[src/rtl/mdio_eng_pkg.sv]
package mdio_eng_pkg;
  localparam int BUS_FW    = 2;
  localparam int PHY_FW    = 5;
  localparam int SEL_PER_W = 16;
  localparam int PHY_PER_W = 6;

  localparam logic [3:0] A_GCTRL = 4'd0;
  localparam logic [3:0] A_POLL  = 4'd1;
  localparam logic [3:0] A_CMD   = 4'd2;
  localparam logic [3:0] A_DATA  = 4'd3;
  localparam logic [3:0] A_MMD   = 4'd4;
  localparam logic [3:0] A_PSEL  = 4'd5;
  localparam logic [3:0] A_LIMIT = 4'd6;
  localparam int         A_SEL0  = 8;
  localparam int         A_PHY0  = 10;

  typedef enum logic [1:0] {S_IDLE, S_REQ, S_WAIT} seq_st_t;
endpackage

[src/rtl/mdio_port_map.sv]
module mdio_port_map
  import mdio_eng_pkg::*;
#(
  parameter int NPORT = 28
) (
  input  logic                     clk,
  input  logic                     rst_n,
  input  logic                     wr_en,
  input  logic [3:0]               addr,
  input  logic [31:0]              wdata,
  input  logic [$clog2(NPORT)-1:0] port,
  output logic [BUS_FW-1:0]        lk_bus,
  output logic [PHY_FW-1:0]        lk_phy,
  output logic                     rd_hit,
  output logic [31:0]              rd_word
);
  localparam int PW        = $clog2(NPORT);
  localparam int TBL       = 1 << PW;
  localparam int SEL_WORDS = (NPORT + SEL_PER_W - 1) / SEL_PER_W;
  localparam int PHY_WORDS = (NPORT + PHY_PER_W - 1) / PHY_PER_W;

  logic [31:0] sel_w [SEL_WORDS];
  logic [31:0] phy_w [PHY_WORDS];
  logic [BUS_FW-1:0] bus_tab [TBL];
  logic [PHY_FW-1:0] phy_tab [TBL];

  always_ff @(posedge clk or negedge rst_n) begin
    if (!rst_n) begin
      for (int i = 0; i < SEL_WORDS; i++) sel_w[i] <= '0;
      for (int i = 0; i < PHY_WORDS; i++) phy_w[i] <= '0;
    end else if (wr_en) begin
      for (int i = 0; i < SEL_WORDS; i++)
        if (addr == 4'(A_SEL0 + i)) sel_w[i] <= wdata;
      for (int i = 0; i < PHY_WORDS; i++)
        if (addr == 4'(A_PHY0 + i)) phy_w[i] <= wdata;
    end
  end

  for (genvar p = 0; p < TBL; p++) begin : g_unpack
    if (p < NPORT) begin : g_live
      assign bus_tab[p] = sel_w[p / SEL_PER_W][(p % SEL_PER_W) * BUS_FW +: BUS_FW];
      assign phy_tab[p] = phy_w[p / PHY_PER_W][(p % PHY_PER_W) * PHY_FW +: PHY_FW];
    end else begin : g_pad
      assign bus_tab[p] = '0;
      assign phy_tab[p] = '0;
    end
  end

  assign lk_bus = bus_tab[port];
  assign lk_phy = phy_tab[port];

  always_comb begin
    rd_hit  = 1'b0;
    rd_word = '0;
    for (int i = 0; i < SEL_WORDS; i++)
      if (addr == 4'(A_SEL0 + i)) begin
        rd_hit  = 1'b1;
        rd_word = sel_w[i];
      end
    for (int i = 0; i < PHY_WORDS; i++)
      if (addr == 4'(A_PHY0 + i)) begin
        rd_hit  = 1'b1;
        rd_word = phy_w[i];
      end
  end
endmodule

[src/rtl/mdio_cmd_seq.sv]
module mdio_cmd_seq
  import mdio_eng_pkg::*;
#(
  parameter int NBUS  = 4,
  parameter int CNT_W = 16
) (
  input  logic                 clk,
  input  logic                 rst_n,
  input  logic                 start,
  input  logic                 start_ok,
  input  logic [BUS_FW-1:0]    sel_bus,
  input  logic [PHY_FW-1:0]    sel_phy,
  input  logic [CNT_W-1:0]     limit,
  input  logic [NBUS-1:0]      mb_req_ready,
  input  logic [NBUS-1:0]      mb_rsp_valid,
  input  logic [NBUS*16-1:0]   mb_rsp_data,
  output logic [NBUS-1:0]      mb_req_valid,
  output logic [PHY_FW-1:0]    phy_q,
  output logic                 busy,
  output logic                 fail,
  output logic                 rsp_take,
  output logic [15:0]          rsp_word
);
  seq_st_t           state;
  logic [BUS_FW-1:0] bus_q;
  logic [CNT_W-1:0]  cnt;
  logic [CNT_W-1:0]  lim_q;
  logic              fail_q;

  assign busy     = (state != S_IDLE);
  assign fail     = fail_q;
  assign rsp_take = (state == S_WAIT) && mb_rsp_valid[bus_q];
  assign rsp_word = mb_rsp_data[{bus_q, 4'b0000} +: 16];

  for (genvar b = 0; b < NBUS; b++) begin : g_valid
    assign mb_req_valid[b] = (state == S_REQ) && (bus_q == BUS_FW'(b));
  end

  always_ff @(posedge clk or negedge rst_n) begin
    if (!rst_n) begin
      state  <= S_IDLE;
      bus_q  <= '0;
      phy_q  <= '0;
      cnt    <= '0;
      lim_q  <= '0;
      fail_q <= 1'b0;
    end else begin
      case (state)
        S_IDLE: begin
          if (start) begin
            if (start_ok) begin
              state <= S_REQ;
              bus_q <= sel_bus;
              phy_q <= sel_phy;
              lim_q <= limit;
              cnt   <= '0;
            end else begin
              fail_q <= 1'b1;
            end
          end
        end
        default: begin
          if (rsp_take) begin
            state  <= S_IDLE;
            fail_q <= 1'b0;
          end else if (cnt == lim_q) begin
            state  <= S_IDLE;
            fail_q <= 1'b1;
          end else begin
            cnt <= cnt + 1'b1;
            if (state == S_REQ && mb_req_ready[bus_q]) state <= S_WAIT;
          end
        end
      endcase
    end
  end

  AST_REQ_ONEHOT: assert property (@(posedge clk) disable iff (!rst_n)
    $onehot0(mb_req_valid));
  AST_REQ_HOLD: assert property (@(posedge clk) disable iff (!rst_n)
    ((|(mb_req_valid & ~mb_req_ready)) && cnt != lim_q) |=> $stable(mb_req_valid));
  AST_CNT_BOUND: assert property (@(posedge clk) disable iff (!rst_n)
    busy |-> (cnt <= lim_q));
  AST_EXPIRY_FAILS: assert property (@(posedge clk) disable iff (!rst_n)
    (busy && !rsp_take && cnt == lim_q) |=> (fail && !busy));
  AST_OK_CLEARS: assert property (@(posedge clk) disable iff (!rst_n)
    rsp_take |=> (!fail && !busy));
endmodule

[src/rtl/port_mdio_engine.sv]
module port_mdio_engine
  import mdio_eng_pkg::*;
#(
  parameter int NPORT     = 28,
  parameter int NBUS      = 4,
  parameter int CNT_W     = 16,
  parameter int DEF_LIMIT = 200
) (
  input  logic                clk,
  input  logic                rst_n,
  input  logic                reg_wr,
  input  logic [3:0]          reg_addr,
  input  logic [31:0]         reg_wdata,
  output logic [31:0]         reg_rdata,
  output logic [NPORT-1:0]    poll_en,
  output logic [NBUS-1:0]     mb_req_valid,
  input  logic [NBUS-1:0]     mb_req_ready,
  output logic                mb_c45,
  output logic                mb_write,
  output logic [4:0]          mb_phy,
  output logic [4:0]          mb_dev,
  output logic [15:0]         mb_reg,
  output logic [15:0]         mb_wdata,
  input  logic [NBUS-1:0]     mb_rsp_valid,
  input  logic [NBUS*16-1:0]  mb_rsp_data
);
  localparam int PW = $clog2(NPORT);

  logic [NBUS-1:0]   c45_mode;
  logic [NPORT-1:0]  poll_q;
  logic [31:26]      cmd_hi;
  logic [24:1]       cmd_mid;
  logic [31:0]       data_q;
  logic [20:0]       mmd_q;
  logic [NPORT-1:0]  psel_q;
  logic [CNT_W-1:0]  lim_q;

  logic              busy, fail, rsp_take;
  logic [15:0]       rsp_word;
  logic [PW-1:0]     wr_idx, lk_port;
  logic [BUS_FW-1:0] lk_bus;
  logic [PHY_FW-1:0] lk_phy;
  logic              map_hit;
  logic [31:0]       map_word;
  logic              start, port_ok, start_ok;

  assign start = reg_wr && (reg_addr == A_CMD) && !busy && reg_wdata[0];

  always_comb begin
    wr_idx = '0;
    for (int i = 0; i < NPORT; i++)
      if (psel_q[i]) wr_idx = PW'(i);
  end

  assign lk_port  = reg_wdata[2] ? wr_idx : data_q[16 +: PW];
  assign port_ok  = reg_wdata[2] ? ($countones(psel_q) == 1)
                                 : (data_q[31:16] < 16'(NPORT));
  assign start_ok = port_ok && (reg_wdata[1] == c45_mode[lk_bus]);

  mdio_port_map #(.NPORT(NPORT)) u_map (
    .clk    (clk),
    .rst_n  (rst_n),
    .wr_en  (reg_wr),
    .addr   (reg_addr),
    .wdata  (reg_wdata),
    .port   (lk_port),
    .lk_bus (lk_bus),
    .lk_phy (lk_phy),
    .rd_hit (map_hit),
    .rd_word(map_word)
  );

  mdio_cmd_seq #(.NBUS(NBUS), .CNT_W(CNT_W)) u_seq (
    .clk         (clk),
    .rst_n       (rst_n),
    .start       (start),
    .start_ok    (start_ok),
    .sel_bus     (lk_bus),
    .sel_phy     (lk_phy),
    .limit       (lim_q),
    .mb_req_ready(mb_req_ready),
    .mb_rsp_valid(mb_rsp_valid),
    .mb_rsp_data (mb_rsp_data),
    .mb_req_valid(mb_req_valid),
    .phy_q       (mb_phy),
    .busy        (busy),
    .fail        (fail),
    .rsp_take    (rsp_take),
    .rsp_word    (rsp_word)
  );

  always_ff @(posedge clk or negedge rst_n) begin
    if (!rst_n) begin
      c45_mode <= '0;
      poll_q   <= '0;
      cmd_hi   <= '0;
      cmd_mid  <= '0;
      data_q   <= '0;
      mmd_q    <= '0;
      psel_q   <= '0;
      lim_q    <= CNT_W'(DEF_LIMIT);
    end else begin
      if (reg_wr) begin
        case (reg_addr)
          A_GCTRL: c45_mode <= reg_wdata[16 +: NBUS];
          A_POLL:  poll_q   <= reg_wdata[NPORT-1:0];
          A_LIMIT: lim_q    <= reg_wdata[CNT_W-1:0];
          default: ;
        endcase
      end
      if (reg_wr && !busy) begin
        case (reg_addr)
          A_CMD: begin
            cmd_hi  <= reg_wdata[31:26];
            cmd_mid <= reg_wdata[24:1];
          end
          A_DATA:  data_q <= reg_wdata;
          A_MMD:   mmd_q  <= reg_wdata[20:0];
          A_PSEL:  psel_q <= reg_wdata[NPORT-1:0];
          default: ;
        endcase
      end
      if (rsp_take && !cmd_mid[2]) data_q[15:0] <= rsp_word;
    end
  end

  assign poll_en  = poll_q;
  assign mb_c45   = cmd_mid[1];
  assign mb_write = cmd_mid[2];
  assign mb_dev   = cmd_mid[1] ? mmd_q[20:16] : 5'd0;
  assign mb_reg   = cmd_mid[1] ? mmd_q[15:0] : {11'd0, cmd_mid[24:20]};
  assign mb_wdata = data_q[31:16];

  always_comb begin
    reg_rdata = '0;
    case (reg_addr)
      A_GCTRL: reg_rdata[16 +: NBUS] = c45_mode;
      A_POLL:  reg_rdata[NPORT-1:0]  = poll_q;
      A_CMD:   reg_rdata = {cmd_hi, fail, cmd_mid, busy};
      A_DATA:  reg_rdata = data_q;
      A_MMD:   reg_rdata[20:0] = mmd_q;
      A_PSEL:  reg_rdata[NPORT-1:0] = psel_q;
      A_LIMIT: reg_rdata[CNT_W-1:0] = lim_q;
      default: if (map_hit) reg_rdata = map_word;
    endcase
  end

  AST_FROZEN_WHILE_BUSY: assert property (@(posedge clk) disable iff (!rst_n)
    (busy && $past(busy)) |-> $stable({cmd_hi, cmd_mid, mmd_q, psel_q, data_q[31:16]}));
  AST_FIELDS_STABLE: assert property (@(posedge clk) disable iff (!rst_n)
    ((|mb_req_valid) && $past(|mb_req_valid))
      |-> $stable({mb_phy, mb_dev, mb_reg, mb_wdata, mb_c45, mb_write}));
  AST_REQ_NEEDS_BUSY: assert property (@(posedge clk) disable iff (!rst_n)
    (|mb_req_valid) |-> busy);
  AST_WRITE_KEEPS_DATA: assert property (@(posedge clk) disable iff (!rst_n)
    (busy && mb_write) |=> $stable(data_q));
endmodule

[config.mk]
export PLATFORM = sky130hd
export DESIGN_NAME = port_mdio_engine
export DESIGN_NICKNAME = d
export VERILOG_FILES = /design/src/rtl/mdio_eng_pkg.sv /design/src/rtl/mdio_port_map.sv /design/src/rtl/mdio_cmd_seq.sv /design/src/rtl/port_mdio_engine.sv
export SDC_FILE = /design/constraint.sdc
export NUM_CORES = 1
export LEC_CHECK = 0
export CAP_MARGIN = 40
export CORE_ASPECT_RATIO = 1.4
export CORE_MARGIN = 3
export CORE_UTILIZATION = 50
export CTS_CLUSTER_DIAMETER = 120
export DETAILED_ROUTE_END_ITERATION = 10
export GPL_TIMING_DRIVEN = 0
export PLACE_DENSITY = 0.71
export SYNTH_ARGS = -nofsm -noshare
export SYNTH_HDL_FRONTEND = slang
export SYNTH_HIERARCHICAL = 1
export SYNTH_SLANG_ARGS = --single-unit
[constraint.sdc]
create_clock -name clk -period 6 [get_ports clk]
set_input_delay 0.9 -clock clk [delete_from_list [all_inputs] [get_ports clk]]
set_output_delay 0.9 -clock clk [all_outputs]
set_load 0.03 [all_outputs]
==> run metrics <==
FF-to-FF Start=psel_q[13]; slowest stage delay, CP=around 0.64 ns; GP Congestion=roughly 1; capture instance of the worst register-to-register path=u_seq/cnt[2]; Clock Skews=roughly 0.018 ns; R2R setup slack=around 0.2 ns; pins over their slew limit=0; Placement Setup Slack=-1.35 ns; io pins=219; final setup violation count=0; Routed Antenna Nets=0; clock latency on the worst-skew pair=~0.57 ns; dpl cells=roughly 2600; Residual DRC=0; count of unique library cells instantiated by Yosys=67; synthesized area per cell=between 10 and 15 sq um; Post-Syn Area=between 20000 and 25000 sq um; final worst setup slack=just over 0.07 ns; grt total ovfl=0; Fmax achieved=169 MHz; post-layout util=0.610; first-iteration detailed-routing DRC count=roughly 2300; Hold Crit Class=input pin to async pin; Num CTS Buffers=43; top cells by area, synth=dfrtp_1, mux2_2, mux4_2; post-route insts no fill=~2700; Clk Tree Root Cell=clkbuf_16; Final nets=~2200; area of the die=~48000 sq um; H-tree Lvls=2; Async SR Flop Fraction=1.00; CP max-delay cell=clkdlybuf4s50_1; #FFs+latches synth=about 430; area grow syn2layout=20.2%; CTS tree=built; share of layout cells above drive strength 1=0.287; period utilisation layout=0.988; crit start category=input pin; RSZ-0062 raised after global routing=false; number of global-route vias before repair=around 18000; clk sinks=approximately 430; CTS Hold Buffers Added=0; first-pass GRT wire length=117000 microns; top-count cell post-synth=dfrtp_1; Gate Count Post-Synth=1814; n_diodes=0; Port Buffers=~220; Clock transition at path regs=0.06 ns; Yosys top cell area share=0.470; Tmin final=slightly below 6 ns; Yosys top cell by area=dfrtp_1; Min Hold Slack=~0.33 ns; Core ar.=~44000 sq um; status=completed; synth warn=6; Relative slew margins=0.379; crit path capture type=flip-flop; largest net degree at the start of global routing=roughly 120; initial antenna violation count=0; number of synthesized flops with an enable pin=0; drt pass-1 iters=8; power per cell area=about 490 nW/um^2; Critical Path, Cell by Cell=clkdlybuf4s50_1, buf_16, nand2b_1, or4_1, o22ai_1, buf_4, buf_6, buf_4, nand3_1, o22ai_1, a211oi_1, a21oi_2, mux4_2, xor2_1, a21oi_4, nand3_4, buf_2, o311ai_0, o31ai_1; Die Width=roughly 190 microns; Seq/Total Area, Yosys=0.473; critical path arrival=roughly 6.4 ns; WL per Instance=roughly 30 microns; vias=about 18000; Max VDD drop=around 0.64 mV; WP data required=6.43 ns; Hold Fails Final Rpt=0; total wire length=a little under 80000 microns; crit path max fanout=13; Clock Path Buffers=3; Total GRT Usage=0.331; reg2reg path depth=19; synthesized net count=1954; DP HPWL=between 50000 and 60000 microns; Primary FF master, synth=dfrtp_1; Via density=6.58; Die H=257 microns; Commonest cells post-synth=dfrtp_1, mux2_2, nand2_1, a22oi_1, mux2i_1; Starting Density=0.508; Static Leak=11.7 nW; Worst-Margin Slew=0.929 ns; Max-Cap Viols=0; kind of critical path=input pin to flip-flop; num rows=91
-- flip-flops by register name, summed over array words and instances (netlist names), 4 cells and up --
name / cells
poll_en: 28
u_map/bus_tab: 56
mmd_q: 21
lim_q: 16
c45_mode: 4
u_seq/cnt: 16
psel_q: 28
cmd_mid: 24
cmd_hi: 6
u_map/sel_w: 8
data_q: 32
u_map/phy_w: 20
u_seq/phy_q: 5
u_map/phy_tab: 140
u_seq/lim_q: 16
-- metrics by stage --
step	total power, W	instance area (sq um)	setup TNS (ns)
5_1_grt	0.0141	27000	0
2_1_floorplan	0.00825	22500	0
3_5_place_dp	0.0103	25500	-44.24
4_1_cts	0.0132	27000	0
6_report	0.0132	27000	0
3_3_place_gp	0.0101	25300	-6172.43
-- cell families (layout without fill, tap and decap cells) --
| group | after synthesis | in the layout | share of synthesized area |
|---|---|---|---|
| compound gates | 286 | 286 | 0.0877 |
| xor+xnor | 17 | 17 | 0.00662 |
| fa+ha+maj | 29 | 29 | 0.0228 |
| buf+inv | 181 | 482 | 0.0395 |
| flops | 425 | 425 | 0.473 |
| mux | 535 | 535 | 0.295 |
| simple gates | 341 | 341 | 0.0754 |
-- what timing repair did --
action,in CTS,in global routing
pin swaps,0,2
setup buffers,0,1
gates cloned,0,0
gates resized for setup,9,13
endpoints found under the setup margin,40,36
-- routing by layer --
layer,wire [microns],part of all wire,vias up,GRT usage
li1,-,-,7289,-
met1,27700,0.35,8981,0.401
met2,39700,0.50,1011,0.567
met3,5330,0.068,301,0.0355
met4,6200,0.078,0,0.196
met5,0,0,-,0
-- report_power, final --
group | internal, W | switching [W] | total [W]
sequential | 0.00367 | 0.000939 | 0.00461
clock | 0.00166 | 0.00118 | 0.00284
combinational | 0.00274 | 0.00304 | 0.00578
-- worst max-delay path, delay by kind of cell --
kind	cells	cell delay (ns)
AO/OA/AOI/OAI	7	1.66
multiplexers	1	0.58
buffers and inverters	6	1.90
XOR/XNOR	1	0.18
AND/OR/NAND/NOR	4	1.08
-- how the worst max path moves through the flow --
stage	from	cells after the start	slack (ns)	endpoint
4_1_cts	psel_q[11]	19	0.01	u_seq/bus_q[0]
3_3_place_gp	rst_n	1	-14.48	u_map/bus_tab[53]
6_report	reg_wdata[2]	19	0.07	u_seq/cnt[2]
2_1_floorplan	psel_q[23]	20	0.55	u_seq/bus_q[1]
5_1_grt	psel_q[23]	19	0.03	u_seq/cnt[2]
3_5_place_dp	reg_wdata[2]	18	-1.35	u_seq/phy_q[4]
-- cell type report --
type                    count  area [sq um]
flip-flops and latches    425         10600
well taps                 558           698
clock inverters            17           211
inverters                  46           173
clock buffers              62          1280
fillers                  3527         17300
plain buffers             134           723
repair buffers            223          2310
multi-input cells        1208         11000
-- cells in the final DEF (no fill, tap or decap), types with 6 or more instances in the layout --
cell	instances
dfrtp_1	420
mux2_2	348
clkdlybuf4s50_1	216
nand2_1	169
a22oi_1	106
mux2i_1	96
mux4_2	64
clkbuf_1	53
buf_2	50
inv_1	45
clkbuf_16	44
a21oi_1	42
o21ai_0	35
o22ai_1	34
nand4_1	27
mux2_1	27
buf_4	26
nor2_1	23
nand3_1	21
fa_1	20
and2_1	19
nor4_1	17
xnor2_1	16
nor2b_1	12
clkbuf_8	11
a222oi_1	10
ha_1	9
clkinv_2	8
and3_1	7
nor3_1	7
o31ai_1	7
buf_6	7
a211oi_1	6
or3_1	6
(Power assumes the default switching activity.)
